File: src/rtl/colgen_pkg.sv
package colgen_pkg;

    // Control states of the burst column generator
    typedef enum logic [1:0] {
        S_IDLE  = 2'd0,
        S_BURST = 2'd1,
        S_PAGE  = 2'd2
    } state_e;

    // Burst length code values
    localparam logic [2:0] BLC_1    = 3'b000;
    localparam logic [2:0] BLC_2    = 3'b001;
    localparam logic [2:0] BLC_4    = 3'b010;
    localparam logic [2:0] BLC_8    = 3'b011;
    localparam logic [2:0] BLC_PAGE = 3'b111;

endpackage

File: src/rtl/colgen_len_decode.sv
module colgen_len_decode #(
    parameter int COL_W = 9
) (
    input  logic [2:0]       code_i,
    output logic [COL_W-1:0] mask_o,
    output logic             page_o
);
    import colgen_pkg::*;

    // Wrap mask: low bits that move within a burst
    always_comb begin
        page_o = 1'b0;
        mask_o = '0;
        unique case (code_i)
            BLC_1, BLC_2, BLC_4, BLC_8: begin
                mask_o = (COL_W'(1) << code_i[1:0]) - COL_W'(1);
            end
            BLC_PAGE: begin
                page_o = 1'b1;
                mask_o = '1;
            end
            default: begin
                mask_o = '0;   // reserved codes behave as a single beat
            end
        endcase
    end

endmodule

File: src/rtl/colgen_beat_ctr.sv
module colgen_beat_ctr #(
    parameter int W = 9
) (
    input  logic         clk,
    input  logic         rst_n,
    input  logic         load_i,
    input  logic         inc_i,
    output logic [W-1:0] idx_o,
    output logic [W-1:0] idx_nxt_o
);
    logic [W-1:0] idx_q;

    assign idx_nxt_o = idx_q + W'(1);
    assign idx_o     = idx_q;

    always_ff @(posedge clk) begin
        if (!rst_n) begin
            idx_q <= '0;
        end else if (load_i) begin
            idx_q <= '0;
        end else if (inc_i) begin
            idx_q <= idx_nxt_o;
        end
    end

endmodule

File: src/rtl/colgen_order.sv
module colgen_order #(
    parameter int COL_W = 9
) (
    input  logic [COL_W-1:0] base_i,
    input  logic [COL_W-1:0] idx_i,
    input  logic [COL_W-1:0] mask_i,
    input  logic             ilv_i,
    output logic [COL_W-1:0] col_o
);
    logic [COL_W-1:0] sum;

    // Carries out of the masked field are dropped by the per-bit select
    assign sum = base_i + idx_i;

    for (genvar b = 0; b < COL_W; b++) begin : g_bit
        assign col_o[b] = !mask_i[b] ? base_i[b]
                        : (ilv_i ? (base_i[b] ^ idx_i[b]) : sum[b]);
    end

endmodule

File: src/rtl/col_burst_gen.sv
module col_burst_gen #(
    parameter int COL_W = 9
) (
    input  logic             clk,
    input  logic             rst_n,
    input  logic             start_i,
    input  logic [COL_W-1:0] start_col_i,
    input  logic [2:0]       blen_i,
    input  logic             ilv_i,
    input  logic             stop_i,
    output logic [COL_W-1:0] col_o,
    output logic             beat_vld_o,
    output logic             last_o
);
    import colgen_pkg::*;

    state_e           state_q, state_d;
    logic [COL_W-1:0] dec_mask;
    logic             dec_page;
    logic [COL_W-1:0] base_q, mask_q;
    logic             ilv_q;
    logic [COL_W-1:0] idx, idx_nxt, ord_col;
    logic [COL_W-1:0] col_q;
    logic             vld_q, last_q;
    logic             page_act;
    logic             advance;

    colgen_len_decode #(.COL_W(COL_W)) u_dec (
        .code_i (blen_i),
        .mask_o (dec_mask),
        .page_o (dec_page)
    );

    assign page_act = (state_q == S_PAGE);
    assign advance  = (state_q != S_IDLE) && !start_i && !stop_i
                      && !(state_q == S_BURST && last_q);

    colgen_beat_ctr #(.W(COL_W)) u_ctr (
        .clk       (clk),
        .rst_n     (rst_n),
        .load_i    (start_i),
        .inc_i     (advance),
        .idx_o     (idx),
        .idx_nxt_o (idx_nxt)
    );

    colgen_order #(.COL_W(COL_W)) u_ord (
        .base_i (base_q),
        .idx_i  (idx_nxt),
        .mask_i (mask_q),
        .ilv_i  (ilv_q),
        .col_o  (ord_col)
    );

    // Next-state logic: T_START, T_RESTART, T_STOP, T_DONE
    always_comb begin
        state_d = state_q;
        unique case (state_q)
            S_IDLE: begin
                if (start_i) state_d = dec_page ? S_PAGE : S_BURST;   // T_START
            end
            S_BURST: begin
                if (start_i)     state_d = dec_page ? S_PAGE : S_BURST; // T_RESTART
                else if (stop_i) state_d = S_IDLE;                      // T_STOP
                else if (last_q) state_d = S_IDLE;                      // T_DONE
            end
            S_PAGE: begin
                if (start_i)     state_d = dec_page ? S_PAGE : S_BURST; // T_RESTART
                else if (stop_i) state_d = S_IDLE;                      // T_STOP
            end
            default: state_d = S_IDLE;
        endcase
    end

    // State register
    always_ff @(posedge clk) begin
        if (!rst_n) state_q <= S_IDLE;
        else        state_q <= state_d;
    end

    // Output and burst-context registers
    always_ff @(posedge clk) begin
        if (!rst_n) begin
            base_q <= '0;
            mask_q <= '0;
            ilv_q  <= 1'b0;
            col_q  <= '0;
            vld_q  <= 1'b0;
            last_q <= 1'b0;
        end else if (start_i) begin
            base_q <= start_col_i;
            mask_q <= dec_mask;
            ilv_q  <= ilv_i && !dec_page;
            col_q  <= start_col_i;
            vld_q  <= 1'b1;
            last_q <= (dec_mask == '0) && !dec_page;
        end else if (advance) begin
            col_q  <= ord_col;
            vld_q  <= 1'b1;
            last_q <= !page_act && (idx_nxt == mask_q);
        end else begin
            vld_q  <= 1'b0;
            last_q <= 1'b0;
        end
    end

    assign col_o      = col_q;
    assign beat_vld_o = vld_q;
    assign last_o     = last_q;

    // Beat index is consumed through idx_nxt; keep the current value visible
    logic idx_unused;
    assign idx_unused = ^idx;

endmodule

File: config.mk
export PLATFORM = sky130hd
export DESIGN_NAME = col_burst_gen
export DESIGN_NICKNAME = d
export VERILOG_FILES = /design/src/rtl/colgen_pkg.sv /design/src/rtl/colgen_len_decode.sv /design/src/rtl/colgen_beat_ctr.sv /design/src/rtl/colgen_order.sv /design/src/rtl/col_burst_gen.sv
export SDC_FILE = /design/constraint.sdc
export NUM_CORES = 1
export LEC_CHECK = 0
export ABC_CLOCK_PERIOD_IN_PS = 3300
export BUFFER_PORTS_ARGS = -buffer_cell sky130_fd_sc_hd__buf_2
export CAP_MARGIN = 20
export CELL_PAD_IN_SITES_DETAIL_PLACEMENT = 2
export CELL_PAD_IN_SITES_GLOBAL_PLACEMENT = 2
export CORE_MARGIN = 8
export CORE_UTILIZATION = 35
export DETAILED_ROUTE_END_ITERATION = 16
export PLACE_DENSITY = 0.84
export SLEW_MARGIN = 20
export SYNTH_ARGS = -nofsm -noshare
export SYNTH_HDL_FRONTEND = slang
export SYNTH_SLANG_ARGS = --single-unit
File: constraint.sdc
create_clock -name clk -period 3.3 [get_ports clk]
set_input_delay 0.495 -clock clk [delete_from_list [all_inputs] [get_ports clk]]
set_output_delay 0.495 -clock clk [all_outputs]
set_load 0.02 [all_outputs]
==> results.yml, run 1 <==
timing:
  setup-violations-final: 0
  finalHoldViolations: 0
  tightest_slew_ns: 0.681
  period_share: 0.833
  finClkSkew_ns: 0.00458
  maxSlewViolCount: 0
  max_slew_margin: 0.546
  fin_crit_ns: 2.75
  rsz0062_at_grt: "false"
  fmax_mhz: 364
  tns_ns: 0
  hold_ws_ns: 0.476
cts:
  cts_resized: 0
  cts_buffers: 5
  ctsHtreeMaxLevel: 2
  root_buffer: "clkbuf_8"
  cts_sinks: 37
  cts.path.max_buffers: 2
  path_clk_slew_ns: 0.08
  cts_tree: "done"
  post_cts.repair.setup_buffers: 0
  postCtsHoldBufs: 0
  clock_latency_ns: 0.30
routing:
  via_count: 2079
  drt_wl_total_um: 6930
  top_layer: "met4"
  dr_wl_met2_um: 3580
  m1WireLength_um: 3000
  wire_per_inst_um: 18.4
  drc: 0
  ant_nets: 0
  vias_per_cell: 5.53
  drtPass1Iterations: 4
  route.met3.wl_um: 206
  drt_iter0_drc: 56
floorplan:
  start_util: 0.362
  die_x_um: 97.3
  io_pins: 28
  die_h_um: 97.3
  dieArea_mm2: 0.00947
  rows: 29
  coreArea_mm2: 0.00639
worst_setup_path:
  max_stage_delay_ns: 0.46
  reg2reg_slack_ns: 0.55
  crit_type: "reg -> reg"
  crit_top_cell: "ha_1"
  cp-start-kind: "flop"
  crit_fanout: 6
  cp_cell_sequence: "ha_1, and4_4, nand2_1, xnor2_1, ha_1, nand3_1, a21oi_1, or3_1, a21oi_2, mux2i_1"
  path_buf_inv: 0
  worstPathArrival_ns: 2.98
  cp_top_family: "simple AND/OR/NAND/NOR gates"
  cp-end-kind: "flop"
  slowest_stage: "dfxtp_1"
  worstPathRequired_ns: 3.53
synthesis:
  synth_top_area_share: 0.320
  synth_top_cell_by_area: "dfxtp_1"
  synth-simple-area-share: 0.207
  synth_mux_area_frac: 0.0481
  synth_compound_area_frac: 0.190
  synth_xor_area_frac: 0.0833
  synth_cell_type_count: 45
  yosys_warnings: 0
  syn_nets: 310
  synthTopCellsByArea: "dfxtp_1 32%, ha_1 8.1%, nand2_1 5.5%"
  ys_seq_area_frac: 0.320
  synthAdderAreaFrac: 0.0898
  ys_seq_elements: 37
  syn_inst: 277
  synth_top_family_by_area: "simple AND/OR/NAND/NOR gates"
  synth_area_mm2: 0.00231
  syn_avg_cell_area_um2: 8.35
global_route:
  grt_antenna_before_repair: 0
  grt_pass1_wl_um: 11700
  grt.total_usage: 0.150
  grt_pass1_vias: 2344
  grt_start_max_net_pins: 31
  gr-total-overflow: 0
layout:
  layout_common_cells: "37 x dfxtp_1, 34 x nand2_1, 27 x buf_2"
  syn_to_final_growth_pct: 9.68
  fin_nets: 333
  final_layout_size_suffix_gt1_frac: 0.147
  diodes: 0
  final_common_cell: "dfxtp_1"
  final_cells: 376
placed_design:
  post-place-cells: 370
  numPortBuffers: 27
  dp_hpwl_um: 5260
  place_congestion: 0.735
power:
  peakVddDrop_v: 0.000148
  leakage_nw: 1.07
  p_per_area_mw_per_mm2: 381
min_path:
  holdCritPathClass: "in -> reg"
status:
  status: "complete, no violations"
flow_run:
  drv_cap: 0
[cell usage after synthesis (all sizes together)]
library cell / count
a2111oi: 1
a211o: 1
a211oi: 4
a21boi: 9
a21o: 2
a21oi: 21
a221oi: 1
a31oi: 1
and2: 2
and2b: 1
and3: 1
and4: 1
buf: 3
clkbuf: 10
dfxtp: 37
fa: 1
ha: 15
inv: 12
mux2: 1
mux2i: 10
nand2: 34
nand2b: 1
nand3: 12
nand4: 5
nor2: 22
nor2b: 11
nor3: 3
nor3b: 2
o2111ai: 1
o211ai: 1
o21ai: 19
o221a: 2
o311ai: 2
o31ai: 2
o41ai: 1
or3: 3
xnor2: 9
xor2: 13
[path summary, 6_finish.rpt]
kind	start	end	cells past startpoint
setup / recovery	u_ctr.idx_o[0]$_SDFFE_PP0P_	col_o[8]$_SDFFE_PN0P_	10
hold / removal	start_col_i[1]	col_o[1]$_SDFFE_PN0P_	3
setup reg to reg	u_ctr.idx_o[0]$_SDFFE_PP0P_	col_o[8]$_SDFFE_PN0P_	10
hold reg to reg	base_q[5]$_SDFFE_PN0P_	base_q[5]$_SDFFE_PN0P_	2
[routing by layer]
metal / vias up / track usage
li1: 1003 / -
met1: 1036 / 0.165
met2: 28 / 0.268
met3: 12 / 0.0349
met4: 0 / 0.0606
met5: - / 0
[report_power, final]
group / switching, mW / internal [mW]
logic: 0.104 / 0.0659
clock network: 0.168 / 0.139
registers: 0.0204 / 0.468
[state kept, by name, indices dropped and copies added (netlist names)]
| register | flops |
|---|---|
| beat_vld_o | 1 |
| mask_q | 5 |
| col_o | 9 |
| base_q | 9 |
| ilv_q | 1 |
| last_o | 1 |
| state_q | 2 |
| u_ctr.idx_o | 9 |
[metrics by stage]
step	setup WS (ns)	area [µm²]	power, mW	util
after floorplan	0.893	2310	0.612	-
after global placement	0.719	2460	0.660	0.386
after detailed placement	0.614	2460	0.671	0.386
after CTS	0.565	2540	0.978	0.397
after global routing	0.323	2540	1.02	0.397
final	0.550	2540	0.966	0.397
[cells by family (layout without fill, tap and decap cells)]
| family | after synthesis | after routing |
|---|---|---|
| adder cells (fa/ha/maj) | 16 | 16 |
| XOR/XNOR | 22 | 22 |
| AO/OA/AOI/OAI | 68 | 68 |
| flip-flops | 37 | 37 |
| AND/OR/NAND/NOR | 98 | 98 |
| buffers and inverters | 25 | 47 |
| multiplexers | 11 | 11 |
[worst reg2reg max path, delay by kind of cell (launching register included)]
family / cells / cell delay, ns
and+or+nand+nor: 4 / 0.84
adders and majority gates: 2 / 0.64
DFF: 1 / 0.46
xor gates and xnor gates: 1 / 0.37
AOI/OAI and AO/OA: 2 / 0.19
muxes: 1 / 0.18
[area by class of cell]
type | count | area, µm²
fill | 769 | 3850
multi-input combinational | 215 | 1430
sequential | 37 | 741
timing repair buffer | 29 | 150
tap | 77 | 96.3
clock buffer | 5 | 68.8
inverter | 12 | 45.0
clock inverter | 1 | 5.00
No activity file was read; power rests on OpenSTA's default activity.
==> run 2: changes to the inputs <==
ABC_CLOCK_PERIOD_IN_PS = 2500   (was 3300)
CORE_UTILIZATION = 31   (was 35)
PLACE_DENSITY = 0.79   (was 0.84)
clock period = 2.5 ns   (was 3.3 ns; I/O delays follow)
==> results.yml, run 2 (same netlist as run 1, synthesis figures left out) <==
flow_run:
  drv_cap: 0
cts:
  cts_sinks: 37
  ctsHtreeMaxLevel: 2
  root_buffer: "clkbuf_8"
  path_clk_slew_ns: 0.08
  cts_tree: "done"
  cts_buffers: 5
  clock_latency_ns: 0.29
  postCtsHoldBufs: 0
  cts.path.max_buffers: 2
layout:
  final_core_util: 0.389
  syn_to_final_growth_pct: 21.9
  multi_input_area_mm2: 0.00153
  final_layout_size_suffix_gt1_frac: 0.238
  final_cells: 414
  fin_nets: 347
  num-fill-cells: 815
  seqCellArea_um2: 747
  diodes: 0
  layout_common_cells: "34 x nand2_1, 34 x dfxtp_1, 27 x buf_2"
  final_area_mm2: 0.00282
global_route:
  grt_start_max_net_pins: 30
  grt_antenna_before_repair: 0
  grt_pass1_wl_um: 12200
  grt_pass1_vias: 2479
  gr-total-overflow: 0
  grt.total_usage: 0.149
timing:
  hold_ws_ns: 0.354
  setup-violations-final: 1
  period_share: 1.01
  finalHoldViolations: 0
  fin_crit_ns: 2.52
  finClkSkew_ns: 0.00338
  fmax_mhz: 397
  rsz0062_at_grt: "true"
  max_slew_margin: 0.573
  fin_ws_ns: -0.0187
  maxSlewViolCount: 0
  tns_ns: -0.0187
  tightest_slew_ns: 0.641
power:
  p_int_mw: 1.04
  switchingPower_mw: 0.387
  p_seq_frac: 0.453
  leakage_nw: 1.19
  comb_power_share: 0.163
  p_clk_frac: 0.384
  p_per_area_mw_per_mm2: 505
  swShare: 0.272
  peakVddDrop_v: 0.000231
placed_design:
  dp_hpwl_um: 5520
  dpl_cell_area_mm2: 0.00258
  numPortBuffers: 27
  place_congestion: 0.788
  post-place-cells: 404
worst_setup_path:
  slowest_stage: "or3_4"
  crit_fanout: 4
  worstPathArrival_ns: 2.74
  path_buf_inv: 1
  crit_type: "reg -> reg"
  cp-end-kind: "flop"
  cp_cell_sequence: "buf_4, nand3_1, xnor2_1, ha_1, a21o_1, a21oi_2, a21oi_1, or3_4, a21oi_4, mux2i_1"
  max_stage_delay_ns: 0.43
  cp_top_family: "compound AO/OA/AOI/OAI gates"
  worstPathRequired_ns: 2.73
  cp-start-kind: "flop"
floorplan:
  die_h_um: 102
  coreArea_mm2: 0.00725
  start_util: 0.319
  dieArea_mm2: 0.0105
  io_pins: 28
  die_x_um: 102
  rows: 31
status:
  violations: "negative setup slack"
  status: "finished with violations"
routing:
  ant_nets: 0
  drt_wl_total_um: 7250
  drt_iter0_drc: 45
  drc: 0
  via_count: 2134
  drtPass1Iterations: 4
  vias_per_cell: 5.15
  wire_per_inst_um: 17.5
min_path:
  holdCritPathClass: "in -> reg"
-- run 2: cell types whose count changed in the layout (fill, tap and decap cells not counted), sizes merged --
cell,delta
clkinv,-1
bufinv,+1
buf,+14
clkbuf,+2
-- run 2: metal layers --
metal,wire length (µm),vias up,global-route usage
li1,-,1030,-
met2,3710,28,0.273
met5,0,-,0
met4,161,0,0.0587
met1,3220,1064,0.166
met3,159,12,0.0232
-- run 2: timing repair --
action / 4_1_cts / 5_1_grt
gates resized for setup: 8 / 12
setup endpoints to repair: 2 / 2
pin swaps: 0 / 6
gates cloned: 0 / 0
buffers inserted: 0 / 2
-- run 2: final timing paths --
check                                 to  cells past startpoint  slack [ns]                   startpoint
setup / recovery   col_o[8]$_SDFFE_PN0P_                     10       -0.02  u_ctr.idx_o[2]$_SDFFE_PP0P_
setup reg to reg   col_o[8]$_SDFFE_PN0P_                     10       -0.02  u_ctr.idx_o[2]$_SDFFE_PP0P_
hold / removal    base_q[1]$_SDFFE_PN0P_                      3        0.35               start_col_i[1]
hold reg to reg   base_q[2]$_SDFFE_PN0P_                      2        0.53       base_q[2]$_SDFFE_PN0P_
-- run 2: power groups by stage --
| stage | Clock (mW) | Sequential (mW) | Combinational [mW] |
|---|---|---|---|
| floorplan | 0 | 0.664 | 0.144 |
| global placement | 0 | 0.657 | 0.223 |
| detailed placement | 0 | 0.659 | 0.232 |
| CTS | 0.567 | 0.646 | 0.235 |
| global route | 0.584 | 0.650 | 0.260 |
| finish | 0.546 | 0.645 | 0.231 |
-- run 2: worst register-to-register path, delay by kind of cell, from the launching register on --
kind / cells / cell delay (ns)
AOI/OAI and AO/OA: 4 / 0.67
and+or+nand+nor: 2 / 0.58
DFF: 1 / 0.39
adders and majority gates: 1 / 0.24
xor gates and xnor gates: 1 / 0.22
muxes: 1 / 0.19
buffers and inverters: 1 / 0.18
-- run 2: cell type report --
cell class                 instances  share of cell area
inverter                          12              0.0160
tap                               99              0.0439
clock inverter                     1              0.0106
sequential                        37               0.265
multi-input combinational        215               0.543
clock buffer                       7              0.0306
timing repair buffer              43              0.0905
-- run 2: stage by stage --
step | power [mW] | setup slack (ns)
2_1_floorplan | 0.808 | 0.0926
3_3_place_gp | 0.879 | 0.0868
3_5_place_dp | 0.891 | -0.0623
4_1_cts | 1.45 | 0.00192
5_1_grt | 1.49 | -0.131
6_report | 1.42 | -0.0187
